**src/rtl/gcd_pkg.sv**
```systemverilog
package gcd_pkg;
  localparam int REG_W  = 8;
  localparam int CODE_W = 4;
  localparam int CE_BIT = 7;
  localparam logic [REG_W-1:0] ARM_WORD = 8'h80;
  localparam logic [CODE_W-1:0] BOOT_SLOW_CODE = 4'd3;

  // Division factor for a divide code: 2 to the power of the code.
  function automatic int unsigned div_factor(input int unsigned code);
    return 32'd1 << code;
  endfunction

  // A code is usable when it does not exceed the largest legal code.
  function automatic logic code_valid(input int unsigned code, input int unsigned max_code);
    return code <= max_code;
  endfunction

  // Code loaded at reset, selected by the boot configuration bit.
  function automatic logic [CODE_W-1:0] reset_code(input logic boot_slow);
    return boot_slow ? BOOT_SLOW_CODE : '0;
  endfunction
endpackage

```
**src/rtl/gcd_unlock.sv**
```systemverilog
module gcd_unlock #(
  parameter int WIN_CYCLES = 4,
  parameter int MAX_CODE   = 8
) (
  input  logic                      clk,
  input  logic                      rst,
  input  logic                      boot_div8,
  input  logic                      wr_en,
  input  logic [gcd_pkg::REG_W-1:0] wr_data,
  output logic [gcd_pkg::CODE_W-1:0] sel_code,
  output logic                      win_open
);
  import gcd_pkg::*;
  localparam int WIN_W = $clog2(WIN_CYCLES + 1);

  logic [WIN_W-1:0] win_cnt;

  // Named events for the checks below.
  wire arm_hit  = wr_en && (wr_data == ARM_WORD);
  wire data_wr  = wr_en && !wr_data[CE_BIT];
  wire accept   = data_wr && win_open;
  wire code_ok  = code_valid(32'(wr_data[CODE_W-1:0]), MAX_CODE);
  wire bad_arm  = wr_en && wr_data[CE_BIT] && (wr_data[CE_BIT-1:0] != '0);

  assign win_open = (win_cnt != '0);

  always_ff @(posedge clk) begin
    if (rst) begin
      win_cnt  <= '0;
      sel_code <= reset_code(boot_div8);
    end else begin
      if (arm_hit)
        win_cnt <= WIN_W'(WIN_CYCLES);
      else if (accept)
        win_cnt <= '0;
      else if (win_open)
        win_cnt <= win_cnt - 1'b1;

      if (accept && code_ok)
        sel_code <= wr_data[CODE_W-1:0];
    end
  end


  code_range_chk: assert property (@(posedge clk) disable iff (rst)
    32'(sel_code) <= MAX_CODE);

  arm_opens_chk: assert property (@(posedge clk) disable iff (rst)
    arm_hit |=> win_open);

  win_bound_chk: assert property (@(posedge clk) disable iff (rst)
    32'(win_cnt) <= WIN_CYCLES);

  single_use_chk: assert property (@(posedge clk) disable iff (rst)
    accept |=> !win_open);

  locked_hold_chk: assert property (@(posedge clk) disable iff (rst)
    (data_wr && !win_open) |=> $stable(sel_code));

  bad_arm_chk: assert property (@(posedge clk) disable iff (rst)
    (bad_arm && !win_open) |=> !win_open);

  reserved_keep_chk: assert property (@(posedge clk) disable iff (rst)
    (accept && !code_ok) |=> $stable(sel_code));
endmodule

```
**src/rtl/gcd_ratio_cnt.sv**
```systemverilog
module gcd_ratio_cnt #(
  parameter int MAX_CODE = 8
) (
  input  logic                       clk,
  input  logic                       rst,
  input  logic                       boot_div8,
  input  logic [gcd_pkg::CODE_W-1:0] sel_code,
  output logic                       clk_en
);
  import gcd_pkg::*;
  localparam int CNT_W = (MAX_CODE < 1) ? 1 : MAX_CODE;

  logic [CODE_W-1:0] act_code;
  logic [CNT_W-1:0]  cnt;
  logic [CNT_W-1:0]  limit;
  logic              tick;

  assign limit  = CNT_W'(div_factor(32'(act_code)) - 32'd1);
  assign tick   = (cnt == limit);
  assign clk_en = tick;

  always_ff @(posedge clk) begin
    if (rst) begin
      cnt      <= '0;
      act_code <= reset_code(boot_div8);
    end else if (tick) begin
      cnt      <= '0;
      act_code <= sel_code;
    end else begin
      cnt      <= cnt + 1'b1;
    end
  end


  boundary_only_chk: assert property (@(posedge clk) disable iff (rst)
    !tick |=> $stable(act_code));

  cnt_in_range_chk: assert property (@(posedge clk) disable iff (rst)
    cnt <= limit);

  no_back_to_back_chk: assert property (@(posedge clk) disable iff (rst)
    (tick && sel_code != '0) |=> !tick);
endmodule

```
**src/rtl/guarded_clkdiv.sv**
```systemverilog
module guarded_clkdiv #(
  parameter int WIN_CYCLES = 4,
  parameter int MAX_CODE   = 8
) (
  input  logic       clk,
  input  logic       rst,
  input  logic       boot_div8,
  input  logic       wr_en,
  input  logic [7:0] wr_data,
  output logic [7:0] rd_data,
  output logic       clk_en
);
  import gcd_pkg::*;
  localparam int PAD_W = REG_W - 1 - CODE_W;

  logic [CODE_W-1:0] sel_code;
  logic              win_open;

  gcd_unlock #(.WIN_CYCLES(WIN_CYCLES), .MAX_CODE(MAX_CODE)) u_unlock (
    .clk       (clk),
    .rst       (rst),
    .boot_div8 (boot_div8),
    .wr_en     (wr_en),
    .wr_data   (wr_data),
    .sel_code  (sel_code),
    .win_open  (win_open)
  );

  gcd_ratio_cnt #(.MAX_CODE(MAX_CODE)) u_cnt (
    .clk       (clk),
    .rst       (rst),
    .boot_div8 (boot_div8),
    .sel_code  (sel_code),
    .clk_en    (clk_en)
  );

  assign rd_data = {win_open, {PAD_W{1'b0}}, sel_code};


  pad_zero_chk: assert property (@(posedge clk) disable iff (rst)
    rd_data[CE_BIT-1:CODE_W] == '0);
endmodule

```
**config.mk**
```make
export PLATFORM = sky130hd
export DESIGN_NAME = guarded_clkdiv
export DESIGN_NICKNAME = d
export VERILOG_FILES = /design/src/rtl/gcd_pkg.sv /design/src/rtl/gcd_unlock.sv /design/src/rtl/gcd_ratio_cnt.sv /design/src/rtl/guarded_clkdiv.sv
export SDC_FILE = /design/constraint.sdc
export NUM_CORES = 1
export LEC_CHECK = 0
export ABC_AREA = 1
export BUFFER_PORTS_ARGS = -buffer_cell sky130_fd_sc_hd__buf_2
export CAP_MARGIN = 0
export CORE_MARGIN = 2
export CORE_UTILIZATION = 45
export DETAILED_ROUTE_END_ITERATION = 16
export PLACE_DENSITY = 0.68
export SLEW_MARGIN = 10
export SYNTH_ARGS = -nofsm -noshare
export SYNTH_HDL_FRONTEND = slang
export SYNTH_SLANG_ARGS = --single-unit
export TNS_END_PERCENT = 10
```
**constraint.sdc**
```tcl
create_clock -name clk -period 2.6 [get_ports clk]
set_input_delay 0.26 -clock clk [delete_from_list [all_inputs] [get_ports clk]]
set_output_delay 0.26 -clock clk [all_outputs]
set_load 0.01 [all_outputs]
```
==> reports/metrics.yaml, run 1 <==
dp_cells: 208
fin_crit_ps: 2373
placed_cell_area_sq_um: 1269
rrSetupSlack_ps: 490
synth_edf_count: 8
crit_type: "flip-flop to primary output"
antenna_found_initial: 0
timing.rr.end: "u_cnt.act_code[2]"
synthTopCellsByArea: "edfxtp_1 21%, dfxtp_1 19%, nand2_1 15%"
skew_ps: 4.321
post-synth-top-area-fraction_pct: 20.56
path_max_fanout: 6
wl_per_cell_um: 10.00
synthToLayoutAreaGrowth_pct: 13.17
maxCapViolations: 0
hold-worst-slack_ps: 226.1
clkPwrFrac_pct: 17.8
synth_cell_types: 23
drt-pass1-iter-count: 4
power_frac_comb_pct: 34.0
netlist.top_cell.by_area: "edfxtp_1"
nNetsFinal: 202
async_flop_share_pct: 0
setup_viol: 0
coreArea_sq_um: 2477
ant_nets: 0
cts_tree: "yes"
slew_viol_final: 0
die_w_um: 54.96
die_h_um: 54.96
setup_tns_ps: 0
synth_common_cells: "46 x nand2_1, 29 x inv_1, 13 x nor2_1"
synth_most_common_cell: "nand2_1"
grt_max_degree: 13
floorplan.initialDensity_pct: 47.17
cp-end-kind: "primary output"
ys_seq_area_share_pct: 39.40
clock_path_buffers: 2
worst_ep_arrival_time_ps: 2110
clk_latency_ps: 290
final_area_sq_um: 1323
min_path_type: "input pin to flip-flop"
diodes: 0
p_int_uw: 516.9
drt_iter0_drc: 21
hold_end: "u_unlock.win_cnt[2]"
finalCritPeriodShare_pct: 91.27
path_clk_slew_ps: 100
synth-main-ff-cell: "dfxtp_1"
status: "completed"
die_area_sq_um: 3021
clkSinkCount: 19
ir_drop_uv: 545.5
overflow: 0
gp_congestion: 0.7662
synth.avg_cell_area_sq_um: 7.169
hold_viol_final: 0
leakagePower_nw: 0.6571
power_density_nw_per_um2: 594.0
vias: 998
critPathLaunchType: "flip-flop"
p_total_uw: 785.6
pin_count: 21
worstPathRequired_ps: 2340
dp_hpwl_um: 1732
swShare_pct: 34.21
rr_worst_depth: 12
h-tree-depth: 1
layoutNonFillerInstCount: 215
port_buffers: 17
drive_gt1_share_pct: 20.54
grtUsageTotal_pct: 15.85
p_seq_share_pct: 48.1
via_per_inst: 4.642
max_freq_mhz: 421.4
switchingPower_uw: 268.7
totalWireLength_um: 2150
synth_seq_cells: 19
syn_inst: 163
clockRootBuffer: "clkbuf_4"
synth_warnings: 0
drc: 0
hp-start: "rst"
grt_first_pass_wirelength_um: 3436
r2r-start: "u_cnt.act_code[3]"
holdPathStages: 2
grt_pass1_vias: 883
placementRows: 18
rsz0062_at_grt: "no"
cts_made_buffers: 3
netlist_area_sq_um: 1169
==> area by class of cell <==
type	instances	area, sq um
Tap cell	30	37.54
Fill cell	240	1155
Timing Repair Buffer	20	107.6
Multi-Input combinational cell	111	574.3
Sequential cell	19	460.4
Clock buffer	4	26.28
Inverter	31	116.4
==> registers in the layout, summed over array words and instances (netlist names) <==
signal,cells
u_unlock.win_cnt,3
u_unlock.sel_code,4
u_cnt.act_code,4
u_cnt.cnt,8
==> worst max-delay path: stages (launching register included) <==
cell	delay, ps
edfxtp_1	480
nor2_4	200
nand2_1	90
ha_1	250
inv_1	100
nand2_1	50
nand2_1	60
nand2_1	50
nand2_1	50
nand2_1	40
nor2_1	120
nand3_2	120
inv_1	80
buf_2	120
==> what timing repair did <==
action,in CTS,in global routing
setup buffers,0,3
resized for setup,0,1
endpoints found under the setup margin,0,1
hold buffers,0,0
==> per-stage QoR <==
step	util, %	setup WS (ps)
floorplan	-	619.6
global placement	51.21	475.5
detailed placement	51.21	418.8
CTS	52.27	120.3
global route	53.38	10.69
finish	53.38	226.9
==> cell usage in the layout, fill, tap and decap left out <==
cell and count:
nand2_1 46, inv_1 29, buf_2 17, nor2_1 13
nand3_1 12, dfxtp_1 11, nor2_2 9, edfxtp_1 8
xor2_1 7, nor3_1 4, ha_1 4, conb_1 3
clkbuf_4 3, buf_4 3, inv_2 2, a21oi_1 2
o21ai_0 2, nor2_4 1, nand2_2 1, nand3b_1 1
nand3_2 1, nand2_4 1, o22ai_1 1, nor4_1 1
nand4_1 1, xnor2_1 1, clkbuf_1 1
==> how the worst max path moves through the flow <==
stage,start,end,slack (ps),cells past startpoint
3_3_place_gp,u_cnt.act_code[3],u_cnt.act_code[2],480,11
5_1_grt,u_cnt.act_code[0],clk_en,10,13
4_1_cts,u_cnt.act_code[3],clk_en,120,12
3_5_place_dp,u_cnt.act_code[3],u_cnt.act_code[2],420,11
2_1_floorplan,u_cnt.act_code[3],u_cnt.act_code[0],620,11
6_report,u_cnt.act_code[3],clk_en,230,13
==> cells by family (layout without fill, tap and decap cells) <==
family | count (synthesis) | in the layout | synth area share, %
AO/OA/AOI/OAI | 5 | 5 | 2.249
XOR/XNOR | 8 | 8 | 5.996
adder cells (fa/ha/maj) | 4 | 4 | 4.283
buffers and inverters | 35 | 55 | 12.53
flip-flops | 19 | 19 | 39.40
other | 1 | 3 | 0.3209
AND/OR/NAND/NOR | 91 | 91 | 35.23
==> power groups by stage <==
stage          logic [mW]  clock network [mW]  registers (mW)
6_report            0.267               0.140           0.378
5_1_grt             0.306               0.160           0.381
3_5_place_dp        0.259                   0           0.385
4_1_cts             0.261               0.146           0.378
3_3_place_gp        0.248                   0           0.383
2_1_floorplan       0.211                   0           0.383
==> routing by layer <==
layer | GRT usage, % | vias up | share of wire [%]
met5 | 0 | - | 0
li1 | - | 536 | -
met2 | 29.96 | 20 | 51
met4 | 6.098 | 0 | 1.1
met1 | 18.09 | 440 | 44
met3 | 1.613 | 2 | 3.1
No activity file was read; power rests on OpenSTA's default activity.
==> run 2: changes to the inputs <==
CTS_BUF_LIST = sky130_fd_sc_hd__clkbuf_8 sky130_fd_sc_hd__clkbuf_16   (was default)
HOLD_SLACK_MARGIN = 0.15   (was default)
PLACE_DENSITY = 0.7   (was 0.68)
clock period = 2.1 ns   (was 2.6 ns; I/O delays follow)
==> reports/metrics.yaml, run 2 (same netlist as run 1, synthesis figures left out) <==
ir_drop_uv: 587.1
nNetsFinal: 213
grt_pass1_vias: 1079
clockRootBuffer: "clkbuf_8"
grtUsageTotal_pct: 19.29
holdBufCountCts: 0
critical-path-max-stage-delay_ps: 480
top_register: "u_cnt.cnt"
fin_crit_ps: 2175
crit_type: "flip-flop to primary output"
wl_met3_um: 121
layout_common_cells: "40 x nand2_1, 26 x inv_1, 16 x buf_2, 13 x buf_4"
status: "finished, violations left"
drive_gt1_share_pct: 32.14
reg_top3: "u_cnt.cnt: 8 flops, u_cnt.act_code: 4 flops, u_unlock.sel_code: 4 flops"
slew_viol_final: 0
die_area_sq_um: 3021
critPathLaunchType: "flip-flop"
cp-end-kind: "primary output"
dr_wl_met2_um: 1347
coreArea_sq_um: 2477
cp_cell_sequence: "nor2_2, nand2_2, ha_4, inv_2, nand2_1, nand2_1, nor2_1, nand3_1, nor2_2, nand3_2, inv_2, buf_6"
skew_ps: 8.385
p_total_mw: 1.101
worst_ep_arrival_time_ps: 1960
largest_reg_flops: 8
pin_count: 21
finalWorstSetupSlack_ps: -74.54
cts_made_buffers: 3
setup_viol: 1
maxCapViolations: 0
wl_per_cell_um: 11.43
ant_nets: 0
drt-pass1-iter-count: 4
cp_slowest_cell: "edfxtp_1"
totalWireLength_um: 2583
placed_cell_area_sq_um: 1304
drt_iter0_drc: 20
wl_met1_um: 1048
finalCritPeriodShare_pct: 103.5
via_per_inst: 4.916
die_h_um: 54.96
floorplan.initialDensity_pct: 47.17
drc: 0
final_common_cell: "nand2_1"
gp_congestion: 0.8929
fill_cells: 242
dr.max_layer_used: "met4"
synthToLayoutAreaGrowth_pct: 27.20
clkSinkCount: 19
h-tree-depth: 1
die_w_um: 54.96
path_clk_slew_ps: 80
antenna_found_initial: 0
min_path_type: "input pin to flip-flop"
grt_max_degree: 13
port_buffers: 17
grt_first_pass_wirelength_um: 4140
hold_viol_final: 0
path_max_fanout: 4
clk_latency_ps: 260
placementRows: 18
diodes: 0
violations: "negative setup slack"
clock_path_buffers: 2
final_area_sq_um: 1486
dp_hpwl_um: 1785
overflow: 0
max_freq_mhz: 459.9
cts_tree: "yes"
power_density_nw_per_um2: 740.6
worstPathRequired_ps: 1890
rsz0062_at_grt: "yes"
vias: 1111
leakagePower_nw: 0.7222
-- run 2: cell types whose count changed in the layout (fill, tap and decap cells not counted), moves of 2 or more --
cell / before / now
nand2_1: 46 / 40
inv_1: 29 / 26
nor2_1: 13 / 11
clkbuf_8: 0 / 3
inv_2: 2 / 4
nand2_2: 1 / 7
clkbuf_4: 3 / 0
buf_4: 3 / 13
nor2_2: 9 / 11
-- run 2: what timing repair did --
item                                    CTS  global route
resized for setup                         6            10
endpoints found under the setup margin    1            13
setup buffers                             8             3
pin swaps                                 8             9
-- run 2: report_power, final --
group          internal [mW]  switching (mW)  total [mW]
clock network          0.134           0.129       0.263
registers              0.435          0.0314       0.467
logic                  0.158           0.213       0.371
total                  0.727           0.374        1.10
-- run 2: layer usage --
metal,vias up,GRT usage (%)
met5,-,0
met4,0,10.16
met3,11,4.570
met2,42,36.51
met1,497,19.23
li1,561,-
-- run 2: critical path: cells and delay by family (launching register included) --
| family | cells | cell delay (ps) |
|---|---|---|
| flip-flops | 1 | 480 |
| buffers and inverters | 3 | 180 |
| adder cells (fa/ha/maj) | 1 | 290 |
| AND/OR/NAND/NOR | 8 | 760 |
-- run 2: path summary, 6_finish.rpt --
check	startpoint	depth (start not counted)	end	slack, ps
min	rst	2	u_unlock.win_cnt[2]	190
min reg2reg	u_cnt.cnt[0]	1	u_cnt.cnt[0]	510
max	u_cnt.act_code[1]	12	clk_en	-70
max reg2reg	u_cnt.act_code[1]	14	u_cnt.cnt[6]	30
-- run 2: area by class of cell --
type	instances	area, sq um	area share, %
inverters	31	118.9	7.997
repair buffers	31	209.0	14.06
clock inverters	1	7.507	0.5050
well taps	30	37.54	2.525
clock buffers	3	41.29	2.778
flip-flops and latches	19	460.4	30.98
multi-input cells	111	611.8	41.16
-- run 2: through the flow --
stage / setup WS [ps] / instances / hold WS (ps) / TNS (ps) / utilization [%]
global route: -210.5 / 226 / 210.1 / -1304 / 60.00
floorplan: 119.6 / 165 / 279.1 / 0 / -
global placement: 76.60 / 211 / 467.1 / 0 / 52.63
detailed placement: 49.80 / 211 / 469.9 / 0 / 52.63
finish: -74.54 / 226 / 190.2 / -74.54 / 60.00
CTS: -59.60 / 223 / 186.9 / -59.60 / 58.13
